[src/rtl/ow_memfn_pkg.sv]
package ow_memfn_pkg;

    typedef enum logic [2:0] {
        ST_IDLE,
        ST_CMD,
        ST_ADDR,
        ST_WRITE,
        ST_READ,
        ST_KEY,
        ST_STATUS,
        ST_HALT
    } fsm_state_t;

    localparam logic [7:0] OP_WR_SP   = 8'h0F;
    localparam logic [7:0] OP_RD_SP   = 8'hAA;
    localparam logic [7:0] OP_CP_SP   = 8'h55;
    localparam logic [7:0] OP_RD_MEM  = 8'hF0;
    localparam logic [7:0] OP_WR_REG  = 8'h99;
    localparam logic [7:0] OP_RD_STAT = 8'h66;
    localparam logic [7:0] OP_RD_REG  = 8'hC3;
    localparam logic [7:0] OP_LOCK    = 8'h5A;

    localparam logic [7:0] KEY_COPY   = 8'hA5;
    localparam logic [7:0] KEY_STAT   = 8'h00;

    localparam logic [7:0] STAT_OPEN  = 8'hFF;
    localparam logic [7:0] STAT_SHUT  = 8'hFC;
    localparam logic [7:0] IDLE_BYTE  = 8'hFF;

endpackage

[src/rtl/ow_memfn_store.sv]
module ow_memfn_store #(
    parameter int DATA_BYTES = 32,
    parameter int REG_BYTES  = 8,
    localparam int DATA_AW   = $clog2(DATA_BYTES),
    localparam int REG_AW    = $clog2(REG_BYTES)
) (
    input  logic               clk,
    input  logic               rst_n,
    input  logic [DATA_AW-1:0] addr,
    input  logic [7:0]         wdata,
    input  logic               sp_we,
    input  logic               rg_we,
    input  logic               load_sp,
    input  logic               copy_sp,
    input  logic               lock_reg,
    output logic [7:0]         sp_rdata,
    output logic [7:0]         rg_rdata,
    output logic               locked
);

    logic [7:0] sp_q  [DATA_BYTES];
    logic [7:0] st_q  [DATA_BYTES];
    logic [7:0] rsp_q [REG_BYTES];
    logic [7:0] app_q [REG_BYTES];
    logic       locked_q;

    logic [8*REG_BYTES-1:0] app_flat;

    always_ff @(posedge clk or negedge rst_n) begin
        if (!rst_n) begin
            for (int i = 0; i < DATA_BYTES; i++) begin
                sp_q[i] <= '0;
                st_q[i] <= '0;
            end
            for (int j = 0; j < REG_BYTES; j++) begin
                rsp_q[j] <= '0;
                app_q[j] <= '0;
            end
            locked_q <= 1'b0;
        end else begin
            if (load_sp) begin
                for (int i = 0; i < DATA_BYTES; i++) sp_q[i] <= st_q[i];
            end else if (sp_we) begin
                sp_q[addr] <= wdata;
            end
            if (copy_sp) begin
                for (int i = 0; i < DATA_BYTES; i++) st_q[i] <= sp_q[i];
            end
            if (rg_we) rsp_q[addr[REG_AW-1:0]] <= wdata;
            if (lock_reg) begin
                for (int j = 0; j < REG_BYTES; j++) app_q[j] <= rsp_q[j];
                locked_q <= 1'b1;
            end
        end
    end

    always_comb begin
        for (int j = 0; j < REG_BYTES; j++) app_flat[8*j +: 8] = app_q[j];
    end

    assign sp_rdata = sp_q[addr];
    assign rg_rdata = locked_q ? app_q[addr[REG_AW-1:0]] : rsp_q[addr[REG_AW-1:0]];
    assign locked   = locked_q;


    lock_sticky_chk: assert property (@(posedge clk) disable iff (!rst_n)
        !$fell(locked_q));


    app_frozen_chk: assert property (@(posedge clk) disable iff (!rst_n)
        $past(locked_q) |-> $stable(app_flat));

endmodule

[src/rtl/ow_memfn_timer.sv]
module ow_memfn_timer #(
    parameter int CYCLES = 20_000_000,
    localparam int CW    = $clog2(CYCLES + 1)
) (
    input  logic clk,
    input  logic rst_n,
    input  logic start,
    output logic busy
);

    logic [CW-1:0] cnt_q;

    always_ff @(posedge clk or negedge rst_n) begin
        if (!rst_n)             cnt_q <= '0;
        else if (start)         cnt_q <= CW'(CYCLES);
        else if (cnt_q != '0)   cnt_q <= cnt_q - 1'b1;
    end

    assign busy = (cnt_q != '0);


    busy_start_chk: assert property (@(posedge clk) disable iff (!rst_n)
        start |=> busy);


    busy_no_restart_chk: assert property (@(posedge clk) disable iff (!rst_n)
        start |-> !busy);

endmodule

[src/rtl/ow_memfn_fsm.sv]
module ow_memfn_fsm
    import ow_memfn_pkg::*;
#(
    parameter int DATA_AW = 5,
    parameter int REG_AW  = 3
) (
    input  logic               clk,
    input  logic               rst_n,
    input  logic               wire_reset,
    input  logic               rom_done,
    input  logic               busy,
    input  logic               rx_stb,
    input  logic [7:0]         rx_byte,
    input  logic               tx_pull,
    input  logic               locked,
    input  logic [7:0]         sp_rdata,
    input  logic [7:0]         rg_rdata,
    output logic               tx_stb,
    output logic [7:0]         tx_byte,
    output logic [DATA_AW-1:0] addr,
    output logic               sp_we,
    output logic               rg_we,
    output logic               load_sp,
    output logic               copy_sp,
    output logic               lock_reg,
    output logic               copy_start
);

    fsm_state_t         state_q, state_d;
    logic [7:0]         op_q, op_d;
    logic [DATA_AW-1:0] addr_q, addr_d, addr_nx;
    logic               is_reg;
    logic [7:0]         tx_byte_d;
    logic               tx_stb_q;
    logic [7:0]         tx_byte_q;

    assign is_reg  = (op_q == OP_WR_REG) || (op_q == OP_RD_REG);
    assign addr_nx = is_reg ? {{(DATA_AW-REG_AW){1'b0}}, addr_q[REG_AW-1:0] + 1'b1}
                            : addr_q + 1'b1;

    always_comb begin
        state_d    = state_q;
        op_d       = op_q;
        addr_d     = addr_q;
        sp_we      = 1'b0;
        rg_we      = 1'b0;
        load_sp    = 1'b0;
        copy_sp    = 1'b0;
        lock_reg   = 1'b0;
        copy_start = 1'b0;
        if (wire_reset) begin
            state_d = ST_IDLE;
        end else begin
            unique case (state_q)
                ST_IDLE: if (rom_done && !busy) state_d = ST_CMD;
                ST_CMD: if (rx_stb) begin
                    op_d = rx_byte;
                    case (rx_byte)
                        OP_WR_SP, OP_RD_SP, OP_WR_REG, OP_RD_REG: state_d = ST_ADDR;
                        OP_RD_MEM: begin
                            load_sp = 1'b1;
                            state_d = ST_ADDR;
                        end
                        OP_CP_SP, OP_RD_STAT, OP_LOCK: state_d = ST_KEY;
                        default: state_d = ST_HALT;
                    endcase
                end
                ST_ADDR: if (rx_stb) begin
                    addr_d  = is_reg ? {{(DATA_AW-REG_AW){1'b0}}, rx_byte[REG_AW-1:0]}
                                     : rx_byte[DATA_AW-1:0];
                    state_d = (op_q == OP_WR_SP || op_q == OP_WR_REG) ? ST_WRITE : ST_READ;
                end
                ST_WRITE: if (rx_stb) begin
                    if (op_q == OP_WR_SP) sp_we = 1'b1;
                    else                  rg_we = !locked;
                    addr_d = addr_nx;
                end
                ST_READ: if (tx_pull) addr_d = addr_nx;
                ST_KEY: if (rx_stb) begin
                    if (op_q == OP_RD_STAT) begin
                        state_d = (rx_byte == KEY_STAT) ? ST_STATUS : ST_HALT;
                    end else begin
                        state_d = ST_HALT;
                        if (rx_byte == KEY_COPY) begin
                            if (op_q == OP_CP_SP) begin
                                copy_sp    = 1'b1;
                                copy_start = 1'b1;
                            end else begin
                                lock_reg   = !locked;
                            end
                        end
                    end
                end
                ST_STATUS, ST_HALT: ;
                default: state_d = ST_IDLE;
            endcase
        end
    end

    always_comb begin
        if (state_q == ST_READ)        tx_byte_d = is_reg ? rg_rdata : sp_rdata;
        else if (state_q == ST_STATUS) tx_byte_d = locked ? STAT_SHUT : STAT_OPEN;
        else                           tx_byte_d = IDLE_BYTE;
    end

    // state register
    always_ff @(posedge clk or negedge rst_n) begin
        if (!rst_n) begin
            state_q <= ST_IDLE;
            op_q    <= '0;
            addr_q  <= '0;
        end else begin
            state_q <= state_d;
            op_q    <= op_d;
            addr_q  <= addr_d;
        end
    end

    // outputs
    always_ff @(posedge clk or negedge rst_n) begin
        if (!rst_n) begin
            tx_stb_q  <= 1'b0;
            tx_byte_q <= IDLE_BYTE;
        end else begin
            tx_stb_q <= tx_pull;
            if (tx_pull) tx_byte_q <= tx_byte_d;
        end
    end

    assign tx_stb  = tx_stb_q;
    assign tx_byte = tx_byte_q;
    assign addr    = addr_q;


    tx_answer_chk: assert property (@(posedge clk) disable iff (!rst_n)
        tx_pull |=> tx_stb_q);


    tx_only_on_pull_chk: assert property (@(posedge clk) disable iff (!rst_n)
        tx_stb_q |-> $past(tx_pull));


    reset_idle_chk: assert property (@(posedge clk) disable iff (!rst_n)
        wire_reset |=> state_q == ST_IDLE);


    lock_once_chk: assert property (@(posedge clk) disable iff (!rst_n)
        lock_reg |-> !locked);

endmodule

[src/rtl/ow_memfn_ctrl.sv]
module ow_memfn_ctrl #(
    parameter int DATA_BYTES  = 32,
    parameter int REG_BYTES   = 8,
    parameter int COPY_CYCLES = 20_000_000
) (
    input  logic       clk,
    input  logic       rst_n,
    input  logic       wire_reset,
    input  logic       rom_done,
    input  logic       rx_stb,
    input  logic [7:0] rx_byte,
    input  logic       tx_pull,
    output logic       tx_stb,
    output logic [7:0] tx_byte,
    output logic       copy_busy
);

    localparam int DATA_AW = $clog2(DATA_BYTES);
    localparam int REG_AW  = $clog2(REG_BYTES);

    logic [DATA_AW-1:0] addr;
    logic [7:0]         sp_rdata, rg_rdata;
    logic               sp_we, rg_we, load_sp, copy_sp, lock_reg, copy_start, locked;

    ow_memfn_fsm #(.DATA_AW(DATA_AW), .REG_AW(REG_AW)) u_fsm (
        .clk        (clk),
        .rst_n      (rst_n),
        .wire_reset (wire_reset),
        .rom_done   (rom_done),
        .busy       (copy_busy),
        .rx_stb     (rx_stb),
        .rx_byte    (rx_byte),
        .tx_pull    (tx_pull),
        .locked     (locked),
        .sp_rdata   (sp_rdata),
        .rg_rdata   (rg_rdata),
        .tx_stb     (tx_stb),
        .tx_byte    (tx_byte),
        .addr       (addr),
        .sp_we      (sp_we),
        .rg_we      (rg_we),
        .load_sp    (load_sp),
        .copy_sp    (copy_sp),
        .lock_reg   (lock_reg),
        .copy_start (copy_start)
    );

    ow_memfn_store #(.DATA_BYTES(DATA_BYTES), .REG_BYTES(REG_BYTES)) u_store (
        .clk      (clk),
        .rst_n    (rst_n),
        .addr     (addr),
        .wdata    (rx_byte),
        .sp_we    (sp_we),
        .rg_we    (rg_we),
        .load_sp  (load_sp),
        .copy_sp  (copy_sp),
        .lock_reg (lock_reg),
        .sp_rdata (sp_rdata),
        .rg_rdata (rg_rdata),
        .locked   (locked)
    );

    ow_memfn_timer #(.CYCLES(COPY_CYCLES)) u_timer (
        .clk   (clk),
        .rst_n (rst_n),
        .start (copy_start),
        .busy  (copy_busy)
    );

endmodule

[config.mk]
export PLATFORM = sky130hd
export DESIGN_NAME = ow_memfn_ctrl
export DESIGN_NICKNAME = d
export VERILOG_FILES = /design/src/rtl/ow_memfn_pkg.sv /design/src/rtl/ow_memfn_store.sv /design/src/rtl/ow_memfn_timer.sv /design/src/rtl/ow_memfn_fsm.sv /design/src/rtl/ow_memfn_ctrl.sv
export SDC_FILE = /design/constraint.sdc
export NUM_CORES = 1
export LEC_CHECK = 0
export BUFFER_PORTS_ARGS = -buffer_cell sky130_fd_sc_hd__buf_4
export CELL_PAD_IN_SITES_DETAIL_PLACEMENT = 1
export CELL_PAD_IN_SITES_GLOBAL_PLACEMENT = 1
export CORE_ASPECT_RATIO = 1.4
export CORE_UTILIZATION = 39
export CTS_BUF_LIST = sky130_fd_sc_hd__clkbuf_8 sky130_fd_sc_hd__clkbuf_16
export DETAILED_ROUTE_END_ITERATION = 6
export PLACE_DENSITY_LB_ADDON = 0.1
export SYNTH_ARGS = -nofsm -noshare
export SYNTH_HDL_FRONTEND = slang
export SYNTH_SLANG_ARGS = --single-unit
export TNS_END_PERCENT = 30
[constraint.sdc]
create_clock -name clk -period 3.4 [get_ports clk]
set_clock_uncertainty 0.05 [all_clocks]
set_input_delay 0.34 -clock clk [delete_from_list [all_inputs] [get_ports clk]]
set_output_delay 0.34 -clock clk [all_outputs]
set_load 0.02 [all_outputs]
==> out/results.tsv, run 1 <==
metric	value	unit
number of rows created at floorplan	125	
number of setup buffers added after CTS	0	
status	finished, final reports clean	
final hold viol count	0	
maximum fanout encountered on the critical timing path	11	
CTS Sinks	691	
power per cell area	558	nW/µm²
final estimated routing congestion in global placement	0.788	
remaining global-route overflow	0	
depth of the worst register-to-register path	6	
RSZ-0062 raised after global routing	false	
class of the tightest hold or removal check	input pin to flop	
# resized after CTS	0	
primary flip-flop cell chosen by synthesis mapping	sky130_fd_sc_hd__dfrtp_1	
Mapped Avg Cell Area	12.4	µm²
cell type contributing the most total cell area after synthesis	sky130_fd_sc_hd__dfrtp_1	
Fin Setup TNS	0	ns
core area	82900	µm²
Bufs on Longest Clock Path	3	
worst slew pin tran	1.05	ns
category of the worst setup path capture point	primary output	
Synth warnings	0	
pin count of the biggest net entering global routing	120	
Crit Reg-Reg Startpoint	u_fsm.addr[0]	
Max Fclk	327	MHz
routed wire length	95500	µm
initial antenna violation count	2	
hold path endpoint	u_fsm.op_q[6]	
Worst Setup Start Kind	flop	
clock network latency to the later pin of the worst-skew pair	0.62	ns
clock buffer count from CTS	74	
nets	2669	
Post-synth EDFFs	0	
sequential area share after synthesis	0.531	
final HPWL from detailed placement	62200	µm
worst slew slack as a fraction of its limit	0.302	
FF-to-FF setup slack	0.49	ns
count of max-cap constraint violations	0	
IO buf count	23	
critical path launch point	u_timer.cnt_q[11]	
proportion of layout cells with a drive suffix above 1	0.266	
net count of the mapped netlist	2658	
part of the cycle the worst path needs	0.900	
Final setup viols	0	
maximum resistive drop on vdd	0.000427	V
Top-Level Pins	24	
number of cells on the worst hold path	3	
count of hold buffers inserted by post-cts repair	4	
area growth from synthesis to layout	13.3	%
Mapped Area	32600	µm²
data arrival time of the worst path	2.67	ns
horizontal die dimension	246	µm
Filler cells	8533	
global-route usage over all layers	0.232	
top post-synthesis cells by area	sky130_fd_sc_hd__dfrtp_1, sky130_fd_sc_hd__mux2_2, sky130_fd_sc_hd__mux2i_1	
root buffer selected by CTS	sky130_fd_sc_hd__clkbuf_16	
proportion of register bits with asynchronous set or reset after synthesis	1.00	
minimum period implied by the final worst setup slack	3.06	ns
Worst Hold Launch	rx_byte[6]	
number of search-and-repair iterations in the first detailed-routing pass	4	
final non-filler cell area	36900	µm²
worst endpoint required time	3.01	ns
diode insertion count for antenna repair	0	
Pins Over Slew Limit	0	
count of nets left with antenna violations after detail routing	0	
clock transition time at the flip-flop clock pins of the worst setup and hold paths	0.06	ns
global-route wire length before repair	150000	µm
routed wirelength normalized by instance count	25.2	µm
initial detailed-routing violation count	1056	
critical path class	flop to primary output	
effective utilization at floorplan	0.393	
via count of the first global-routing pass	23900	
DR vias/cell	5.70	
overall die height	344	µm
static leakage	18.1	nW
library cells used by synthesis	79	
detailed-route via count	21600	
number of levels the H-tree was split into	3	
post-synthesis instance total	2638	
DRC errors left	0	
synthesized flop and latch total	691	
placed inst area	34300	µm²
die area	84800	µm²
TritonCTS clock tree	yes	
worst reg2reg endpoint	u_store.sp_q[40]	
Synth top area share	0.524	
[cells in the mapped netlist, drive strengths merged (5+ instances only)]
library cell,n
nor2,40
clkbuf,90
o21ai,231
xor2,7
mux2,394
buf,109
a31oi,8
nand3,54
a21oi,48
a22oi,18
nor3,12
or3,9
dfrtp,683
nor4bb,7
nor2b,13
o211ai,5
or4,10
or2,7
mux4,75
o22ai,6
o31ai,6
nand2b,11
nand4,8
dfstp,8
and3,13
inv,12
mux2i,255
ha,6
nand4bb,6
nor4,7
a32oi,42
o32ai,6
nand2,371
[cells by family (layout without fill, tap and decap cells)]
kind of cell | count (synthesis) | after routing | share of synthesized area
AND/OR/NAND/NOR | 589 | 589 | 0.0922
adder cells (fa/ha/maj) | 6 | 6 | 0.00230
buffers and inverters | 212 | 283 | 0.0312
multiplexers | 724 | 724 | 0.266
AO/OA/AOI/OAI | 407 | 407 | 0.0750
XOR/XNOR | 9 | 9 | 0.00242
flip-flops | 691 | 691 | 0.531
[worst max-delay path, stage by stage, from the launching register on]
cell and delay, ns:
sky130_fd_sc_hd__dfrtp_1 0.41, sky130_fd_sc_hd__nor4_1 0.58, sky130_fd_sc_hd__nand3_1 0.35, sky130_fd_sc_hd__nor3_1 0.23
sky130_fd_sc_hd__buf_4 0.21, sky130_fd_sc_hd__inv_2 0.10, sky130_fd_sc_hd__buf_4 0.17
[cell usage in the layout (no fill, tap or decap), types with 7 or more instances in the layout]
cell type | synthesis | routed
sky130_fd_sc_hd__mux4_2 | 75 | 75
sky130_fd_sc_hd__buf_12 | 0 | 25
sky130_fd_sc_hd__o21ai_1 | 32 | 32
sky130_fd_sc_hd__clkinv_2 | 0 | 17
sky130_fd_sc_hd__clkbuf_8 | 0 | 21
sky130_fd_sc_hd__a21oi_1 | 48 | 48
sky130_fd_sc_hd__and3_1 | 13 | 13
sky130_fd_sc_hd__nor4bb_1 | 7 | 7
sky130_fd_sc_hd__or3_1 | 9 | 9
sky130_fd_sc_hd__dfrtp_1 | 683 | 680
sky130_fd_sc_hd__a32oi_1 | 42 | 42
sky130_fd_sc_hd__inv_1 | 9 | 20
sky130_fd_sc_hd__o21ai_0 | 199 | 199
sky130_fd_sc_hd__nand4_1 | 8 | 8
sky130_fd_sc_hd__or4_1 | 8 | 8
sky130_fd_sc_hd__a31oi_1 | 8 | 8
sky130_fd_sc_hd__buf_4 | 29 | 104
sky130_fd_sc_hd__nor2b_1 | 13 | 13
sky130_fd_sc_hd__nand3_4 | 15 | 15
sky130_fd_sc_hd__nand3_2 | 17 | 17
sky130_fd_sc_hd__mux2i_1 | 255 | 255
sky130_fd_sc_hd__mux2_2 | 324 | 324
sky130_fd_sc_hd__nand3_1 | 22 | 22
sky130_fd_sc_hd__clkbuf_16 | 0 | 79
sky130_fd_sc_hd__nand2_1 | 371 | 371
sky130_fd_sc_hd__a22oi_1 | 18 | 18
sky130_fd_sc_hd__nand2b_1 | 11 | 11
sky130_fd_sc_hd__xor2_1 | 7 | 7
sky130_fd_sc_hd__nor2_1 | 38 | 38
sky130_fd_sc_hd__dfstp_2 | 8 | 8
sky130_fd_sc_hd__mux2_1 | 70 | 70
sky130_fd_sc_hd__nor3_1 | 12 | 11
[cell type report]
cell class	instances	area, µm²	share of cell area
well taps	1079	1350	0.0366
multi-input cells	1735	14300	0.387
clock buffers	100	2270	0.0614
flip-flops and latches	691	17300	0.469
clock inverters	36	304	0.00824
repair buffers	134	1340	0.0362
inverters	13	48.8	0.00132
[worst max path at each step]
stage,end,slack (ns),depth (start not counted)
floorplan,u_store.sp_q[112],1.02,8
global placement,u_store.sp_q[40],0.54,6
detailed placement,u_store.sp_q[40],0.46,6
CTS,copy_busy,0.30,8
global route,copy_busy,0.13,8
finish,copy_busy,0.34,6
[flip-flops by register name (all words and copies together) (netlist names)]
signal,flops
u_fsm.tx_byte,8
u_fsm.op_q,8
u_store.st_q,256
u_store.rsp_q,64
u_fsm.tx_stb,1
u_store.sp_q,256
u_fsm.addr,5
u_store.locked,1
u_fsm.state_q,3
u_store.app_flat,64
u_timer.cnt_q,25
[report_power, final]
| part | internal [mW] | switching (mW) | total (mW) | leakage, nW |
|---|---|---|---|---|
| sequential | 8.38 | 0.300 | 8.68 | 9.49 |
| clock | 5.04 | 3.44 | 8.49 | 1.33 |
| combinational | 1.20 | 2.24 | 3.44 | 7.30 |
[routing by layer]
metal / wire length [µm] / up-vias / track usage
met5: 0 / - / 0
met4: 3550 / 0 / 0.0923
met3: 3510 / 169 / 0.0384
met2: 47700 / 335 / 0.395
met1: 40700 / 11500 / 0.292
li1: - / 9594 / -
[stage by stage]
step	setup WS, ns	instances	hold slack, ns	utilization	total power, mW
6_report	0.339	3788	0.114	0.445	20.6
5_1_grt	0.133	3788	0.133	0.445	21.4
3_5_place_dp	0.458	3648	0.399	0.414	12.3
2_1_floorplan	1.02	2638	-0.00559	-	10.7
3_3_place_gp	0.544	3648	0.387	0.414	12.3
4_1_cts	0.297	3788	0.0818	0.445	20.9
(Power assumes the default switching activity.)
==> run 2: changes to the inputs <==
Clock period 3.4 ns to 3 ns, I/O delays scaled along.
==> run 2 against run 1 <==
  * Register-to-register slack worse by 0.24 ns
  * Core utilization up 0.18 points
  * Hold slack worse by 0.037 ns
  * First-iteration DRC count down 3.7%
  * Global-route usage about the same
  * Highest routed layer unchanged
==> out/results.tsv, run 2 (synthesized netlist as in run 1, its figures left out) <==
metric	value	unit	change
final cell count without fillers	3803		was 3,788
Crit Reg-Reg Startpoint	u_fsm.addr[0]		unchanged
maximum resistive drop on vdd	0.000467	V	was 0.000427 V
worst setup slack after layout	0.250	ns	was 0.339 ns
status	finished, final reports clean		unchanged
nets	2688		was 2,669
final estimated routing congestion in global placement	0.838		was 0.788
IO buf count	23		unchanged
DRC errors left	0		unchanged
detailed-route via count	21600		about the same
number of setup buffers added after CTS	0		unchanged
horizontal die dimension	246	µm	unchanged
Worst Hold Launch	rx_byte[0]		was rx_byte[6]
TritonCTS clock tree	yes		unchanged
CTS Sinks	691		unchanged
DP Cell Count	3667		was 3,648
Bufs on Longest Clock Path	3		unchanged
diode insertion count for antenna repair	0		unchanged
routed wirelength normalized by instance count	25.2	µm	about the same
worst endpoint required time	3.48	ns	was 3.01 ns
core area	82900	µm²	unchanged
proportion of layout cells with a drive suffix above 1	0.268		was 0.266
worst slew pin tran	0.944	ns	was 1.05 ns
die area	84800	µm²	unchanged
Final setup viols	0		unchanged
number of rows created at floorplan	125		unchanged
effective utilization at floorplan	0.393		unchanged
critical path class	flop to flop		was flop to primary output
routed wire length	96000	µm	was 95,500 µm
part of the cycle the worst path needs	0.917		
count of nets left with antenna violations after detail routing	0		unchanged
final hold viol count	0		unchanged
RSZ-0062 raised after global routing	false		unchanged
largest registers	u_store.sp_q: 256 flops, u_store.st_q: 256 flops		unchanged
class of the tightest hold or removal check	input pin to flop		unchanged
root buffer selected by CTS	sky130_fd_sc_hd__clkbuf_16		unchanged
via count of the first global-routing pass	24100		was 23,900
Pins Over Slew Limit	0		unchanged
minimum setup slack after placement	0.227	ns	was 0.458 ns
initial detailed-routing violation count	1017		was 1,056
power per cell area	624	nW/µm²	was 558 nW/µm²
clock buffer count from CTS	74		unchanged
initial antenna violation count	0		was 2
global-route usage over all layers	0.232		about the same
minimum period implied by the final worst setup slack	2.75	ns	
category of the worst setup path capture point	flop		was primary output
static leakage	18.2	nW	was 18.1 nW
number of search-and-repair iterations in the first detailed-routing pass	5		was 4
data arrival time of the worst path	3.23	ns	was 2.67 ns
most common cell after layout, fill and taps aside	sky130_fd_sc_hd__dfrtp_1		unchanged
Top-Level Pins	24		unchanged
depth of the worst register-to-register path	7		was 6
share of the core filled with cells in the final layout	0.447		was 0.445
overall power consumption	23.1	mW	was 20.6 mW
DR vias/cell	5.67		was 5.70
number of levels the H-tree was split into	3		unchanged
top library cells by usage in the layout, fill and taps aside	sky130_fd_sc_hd__dfrtp_1, sky130_fd_sc_hd__nand2_1, sky130_fd_sc_hd__mux2_2		unchanged
remaining global-route overflow	0		unchanged
Max Fclk	364	MHz	
maximum fanout encountered on the critical timing path	49		was 11
FF-to-FF setup slack	0.25	ns	was 0.49 ns
worst slew slack as a fraction of its limit	0.368		was 0.302
hold path endpoint	u_fsm.addr[0]		was u_fsm.op_q[6]
clock network latency to the later pin of the worst-skew pair	0.63	ns	was 0.62 ns
worst reg2reg endpoint	u_fsm.tx_byte[5]		was u_store.sp_q[40]
count of max-cap constraint violations	0		unchanged
overall die height	344	µm	unchanged
number of cells on the worst hold path	3		unchanged
clock transition time at the flip-flop clock pins of the worst setup and hold paths	0.06	ns	about the same
final HPWL from detailed placement	62900	µm	was 62,200 µm
Worst Setup Start Kind	flop		unchanged
area growth from synthesis to layout	13.7	%	was 13.3%
Fin Setup TNS	0	ns	unchanged
pin count of the biggest net entering global routing	103		was 120
global-route wire length before repair	150000	µm	about the same
run 2: per-layer routing:
layer	track usage	wire length, µm	up-vias
li1	-	-	9602
met1	0.293	41500	11600
met2	0.410	49400	264
met3	0.0240	2340	132
met4	0.0810	2750	0
met5	0	0	-
run 2: worst max-delay path by stage:
stage | startpoint | to | slack, ns | cells after the start
6_report | u_fsm.addr[0] | u_fsm.tx_byte[5] | 0.25 | 7
5_1_grt | u_timer.cnt_q[0] | copy_busy | 0.09 | 7
4_1_cts | u_timer.cnt_q[0] | copy_busy | 0.03 | 7
3_5_place_dp | u_fsm.addr[0] | u_fsm.tx_byte[5] | 0.23 | 7
3_3_place_gp | u_fsm.addr[0] | u_fsm.tx_byte[5] | 0.22 | 7
2_1_floorplan | u_fsm.addr[1] | u_store.sp_q[112] | 0.62 | 8
run 2: power by group:
group          internal (mW)  switching, mW  leakage (nW)
clock                   5.45           3.88          1.30
combinational           1.42           2.61          7.43
sequential              9.50          0.277          9.49
total                   16.4           6.76          18.2
run 2: what timing repair did:
action / CTS / global route
hold buffers: 4 / 0
hold endpoints to repair: 42 / 0
resized for setup: 2 / 2
setup endpoints to repair: 1 / 1
run 2: metrics by stage:
step,cell area [µm²],hold slack [ns]
finish,37100,0.0776
global route,37100,0.0841
CTS,37100,0.0365
detailed placement,34500,0.283
global placement,34500,0.279
floorplan,32600,-0.0456
run 2: cell type report:
type / count / area, µm²
Fill cell: 8538 / 45800
Sequential cell: 691 / 17300
Multi-Input combinational cell: 1735 / 14300
Clock buffer: 97 / 2220
Timing Repair Buffer: 153 / 1570
Tap cell: 1079 / 1350
Clock inverter: 35 / 239
Inverter: 13 / 48.8
run 2: worst max-delay path, stage by stage, from the launching register on:
cell                      delay [ns]
sky130_fd_sc_hd__dfrtp_4        0.48
sky130_fd_sc_hd__buf_12         0.37
sky130_fd_sc_hd__mux4_2         0.63
sky130_fd_sc_hd__a22oi_1        0.37
sky130_fd_sc_hd__a21oi_1        0.11
sky130_fd_sc_hd__nor2_1         0.29
sky130_fd_sc_hd__buf_4          0.20
sky130_fd_sc_hd__a21oi_1        0.07
==> run 3: changes to the inputs <==
Settings changed: SYNTH_HIERARCHICAL set to 1.
==> run 3 against run 2 <==
  * Sequential power down 3.6%
  * Total power down 16%
  * Non-clock buffer count up 4
  * Highest routed layer unchanged
  * Clock power about the same
  * Largest power group unchanged
  * Sequential cell count unchanged
  * Design area about the same
  * Largest cell class unchanged
  * Via count down 0.83%
==> out/results.tsv, run 3 <==
metric	value	unit	change
status	finished, final reports clean		unchanged
area growth from synthesis to layout	14.4	%	was 13.7%
category of the worst setup path capture point	flop		unchanged
part of the cycle the worst path needs	0.918		was 0.917
Worst Setup Start Kind	flop		unchanged
worst setup slack after layout	0.246	ns	was 0.250 ns
hold path endpoint	u_store/sp_q[202]		was u_fsm.addr[0]
top post-synthesis cells by area	sky130_fd_sc_hd__dfrtp_1, sky130_fd_sc_hd__mux2_2, sky130_fd_sc_hd__mux2i_1		unchanged
effective utilization at floorplan	0.395		was 0.393
die area	84300	µm²	was 84,800 µm²
root buffer selected by CTS	sky130_fd_sc_hd__clkbuf_16		unchanged
overall die height	343	µm	was 344 µm
placed inst area	34600	µm²	was 34,500 µm²
Mapped Area	32400	µm²	was 32,600 µm²
count of max-cap constraint violations	0		unchanged
global-route usage over all layers	0.231		was 0.232
Internal Power	14.9	mW	was 16.4 mW
number of levels the H-tree was split into	3		unchanged
DRC errors left	0		unchanged
most common cell after layout, fill and taps aside	sky130_fd_sc_hd__dfrtp_1		unchanged
Final setup viols	0		unchanged
maximum fanout encountered on the critical timing path	18		was 49
class of the tightest hold or removal check	input pin to flop		unchanged
routed wire length	94800	µm	was 96,000 µm
number of search-and-repair iterations in the first detailed-routing pass	5		unchanged
Worst Hold Launch	rx_byte[2]		was rx_byte[0]
top library cells by usage in the layout, fill and taps aside	sky130_fd_sc_hd__dfrtp_1, sky130_fd_sc_hd__mux2i_1, sky130_fd_sc_hd__mux2_2		was sky130_fd_sc_hd__dfrtp_1, sky130_fd_sc_hd__nand2_1, sky130_fd_sc_hd__mux2_2
core area	82100	µm²	was 82,900 µm²
critical path class	flop to flop		unchanged
primary flip-flop cell chosen by synthesis mapping	sky130_fd_sc_hd__dfrtp_1		unchanged
initial detailed-routing violation count	1002		was 1,017
data arrival time of the worst path	3.28	ns	was 3.23 ns
Synth top area share	0.527		was 0.524
Filler cells	8431		was 8,538
synthesized flop and latch total	691		unchanged
worst reg2reg endpoint	u_fsm/tx_byte[1]		was u_fsm.tx_byte[5]
depth of the worst register-to-register path	7		unchanged
Post-synth EDFFs	0		unchanged
Buf+Inv Stages, Crit Path	1		was 2
Top-Level Pins	24		unchanged
sequential area share after synthesis	0.533		was 0.531
share of power burned in registers	0.487		was 0.423
final hold viol count	0		unchanged
CTS Sinks	691		unchanged
DR vias/cell	5.60		was 5.67
number of rows created at floorplan	124		was 125
# resized after CTS	0		was 2
initial antenna violation count	1		was 0
critical path depth	7		unchanged
largest registers	u_store/sp_q: 256 flops, u_store/st_q: 256 flops		was u_store.sp_q: 256 flops, u_store.st_q: 256 flops
TritonCTS clock tree	yes		unchanged
minimum period implied by the final worst setup slack	2.75	ns	about the same
clock transition time at the flip-flop clock pins of the worst setup and hold paths	0.06	ns	about the same
cell type contributing the most total cell area after synthesis	sky130_fd_sc_hd__dfrtp_1		unchanged
storage element area	17300	µm²	about the same
clock network latency to the later pin of the worst-skew pair	0.64	ns	was 0.63 ns
RSZ-0062 raised after global routing	false		unchanged
final HPWL from detailed placement	60800	µm	was 62,900 µm
proportion of register bits with asynchronous set or reset after synthesis	1.00		unchanged
number of setup buffers added after CTS	0		unchanged
share of total power in the clock network	0.480		was 0.403
FF-to-FF setup slack	0.25	ns	about the same
Crit Reg-Reg Startpoint	u_fsm/addr[3]		was u_fsm.addr[0]
top cells by count, synth	sky130_fd_sc_hd__dfrtp_1, sky130_fd_sc_hd__mux2i_1, sky130_fd_sc_hd__mux2_2		was sky130_fd_sc_hd__dfrtp_1, sky130_fd_sc_hd__nand2_1, sky130_fd_sc_hd__mux2_2
pin count of the biggest net entering global routing	81		was 103
Pins Over Slew Limit	0		unchanged
library cells used by synthesis	79		unchanged
power per cell area	522	nW/µm²	was 624 nW/µm²
Mapped Avg Cell Area	12.3	µm²	was 12.4 µm²
routed wirelength normalized by instance count	24.8	µm	was 25.2 µm
crit-path max cell delay	0.61	ns	was 0.63 ns
number of cells on the worst hold path	3		unchanged
detailed-route via count	21400		was 21,600
net count of the mapped netlist	2660		was 2,658
clock buffer count from CTS	74		unchanged
worst endpoint required time	3.52	ns	was 3.48 ns
Fin Setup TNS	0	ns	unchanged
via count of the first global-routing pass	23600		was 24,100
static leakage	17.0	nW	was 18.2 nW
remaining global-route overflow	0		unchanged
worst slew slack as a fraction of its limit	0.428		was 0.368
worst slew pin tran	0.859	ns	was 0.944 ns
sw power	4.43	mW	was 6.76 mW
IO buf count	23		unchanged
Synth warnings	6		was 0
most used standard cell by instance count after synthesis	sky130_fd_sc_hd__dfrtp_1		unchanged
nets	2703		was 2,688
minimum setup slack after placement	0.209	ns	was 0.227 ns
post-synthesis instance total	2643		was 2,638
global-route wire length before repair	148000	µm	was 150,000 µm
count of nets left with antenna violations after detail routing	0		unchanged
area of the multi-input gates	14300	µm²	about the same
maximum resistive drop on vdd	0.000393	V	was 0.000467 V
final estimated routing congestion in global placement	0.806		was 0.838
CP cell instances	buf_4 -> nand4b_1 -> o22ai_1 -> nor4_1 -> nand2_1 -> mux2i_1 -> a21oi_1		was buf_12 -> mux4_2 -> a22oi_1 -> a21oi_1 -> nor2_1 -> buf_4 -> a21oi_1
fraction of power spent switching nets	0.229		was 0.292
Critical-path top delay cell	sky130_fd_sc_hd__o22ai_1		was sky130_fd_sc_hd__mux4_2
Bufs on Longest Clock Path	3		unchanged
combinational share of power	0.033		was 0.174
Max Fclk	363	MHz	was 364 MHz
family with the most delay on the worst path	simple AND/OR/NAND/NOR gates		was multiplexers
final non-filler cell area	37100	µm²	about the same
horizontal die dimension	246	µm	about the same
proportion of layout cells with a drive suffix above 1	0.277		was 0.268
==> run 3: timing repair <==
| item | CTS | global route |
|---|---|---|
| setup endpoints to repair | 0 | 0 |
| hold buffers | 6 | 0 |
| hold endpoints to repair | 69 | 0 |
==> run 3: cell families after synthesis <==
logic type,Yosys count,share of synthesized area
AO/OA/AOI/OAI,403,0.0682
XOR/XNOR,6,0.00162
adder cells (fa/ha/maj),3,0.00116
buffers and inverters,198,0.0267
flip-flops,691,0.533
multiplexers,824,0.282
AND/OR/NAND/NOR,518,0.0870
==> run 3: routing by layer <==
layer / part of all wire / global-route usage / up-vias
li1: - / - / 9622
met1: 0.43 / 0.289 / 11400
met2: 0.52 / 0.412 / 223
met3: 0.021 / 0.0225 / 117
met4: 0.030 / 0.0842 / 0
met5: 0 / 0 / -
==> run 3: cell type report <==
class,count,share of cell area
sequential,691,0.466
tap,1071,0.0361
timing repair buffer,157,0.0452
clock buffer,91,0.0568
antenna,1,0.0000674
multi-input combinational,1754,0.385
inverter,8,0.000809
clock inverter,43,0.00958
==> run 3: worst max-delay path by stage <==
stage	startpoint	endpoint	slack [ns]
6_report	u_fsm/addr[3]	u_fsm/tx_byte[1]	0.25
5_1_grt	u_fsm/state_q[1]	u_store/sp_q[188]	0.04
4_1_cts	u_fsm/addr[3]	u_fsm/tx_byte[1]	0.24
3_5_place_dp	rx_byte[1]	u_store/st_q[104]	0.21
3_3_place_gp	rx_byte[1]	u_store/st_q[201]	0.23
2_1_floorplan	u_fsm/op_q[1]	u_store/st_q[210]	0.22
==> run 3: per-stage QoR <==
stage                     hold slack [ns]  power (mW)  instances   util
after floorplan                   -0.0456        9.82       2643      -
final                               0.154        19.4       3816  0.452
after global placement              0.332        10.2       3675  0.421
after CTS                           0.125        19.7       3815  0.452
after detailed placement            0.343        10.3       3675  0.421
after global routing                0.175        20.0       3815  0.452
==> run 3: power groups by stage <==
stage / combinational [mW] / clock (mW) / sequential [mW]
3_5_place_dp: 0.664 / 0 / 9.60
3_3_place_gp: 0.644 / 0 / 9.59
2_1_floorplan: 0.239 / 0 / 9.58
4_1_cts: 0.672 / 9.59 / 9.43
6_report: 0.646 / 9.30 / 9.43
5_1_grt: 0.716 / 9.90 / 9.43
==> run 3: worst register-to-register path, stage by stage, from the launching register on <==
cell	delay, ns
sky130_fd_sc_hd__dfrtp_2	0.55
sky130_fd_sc_hd__buf_4	0.26
sky130_fd_sc_hd__nand4b_1	0.55
sky130_fd_sc_hd__o22ai_1	0.62
sky130_fd_sc_hd__nor4_1	0.12
sky130_fd_sc_hd__nand2_1	0.24
sky130_fd_sc_hd__mux2i_1	0.14
sky130_fd_sc_hd__a21oi_1	0.17
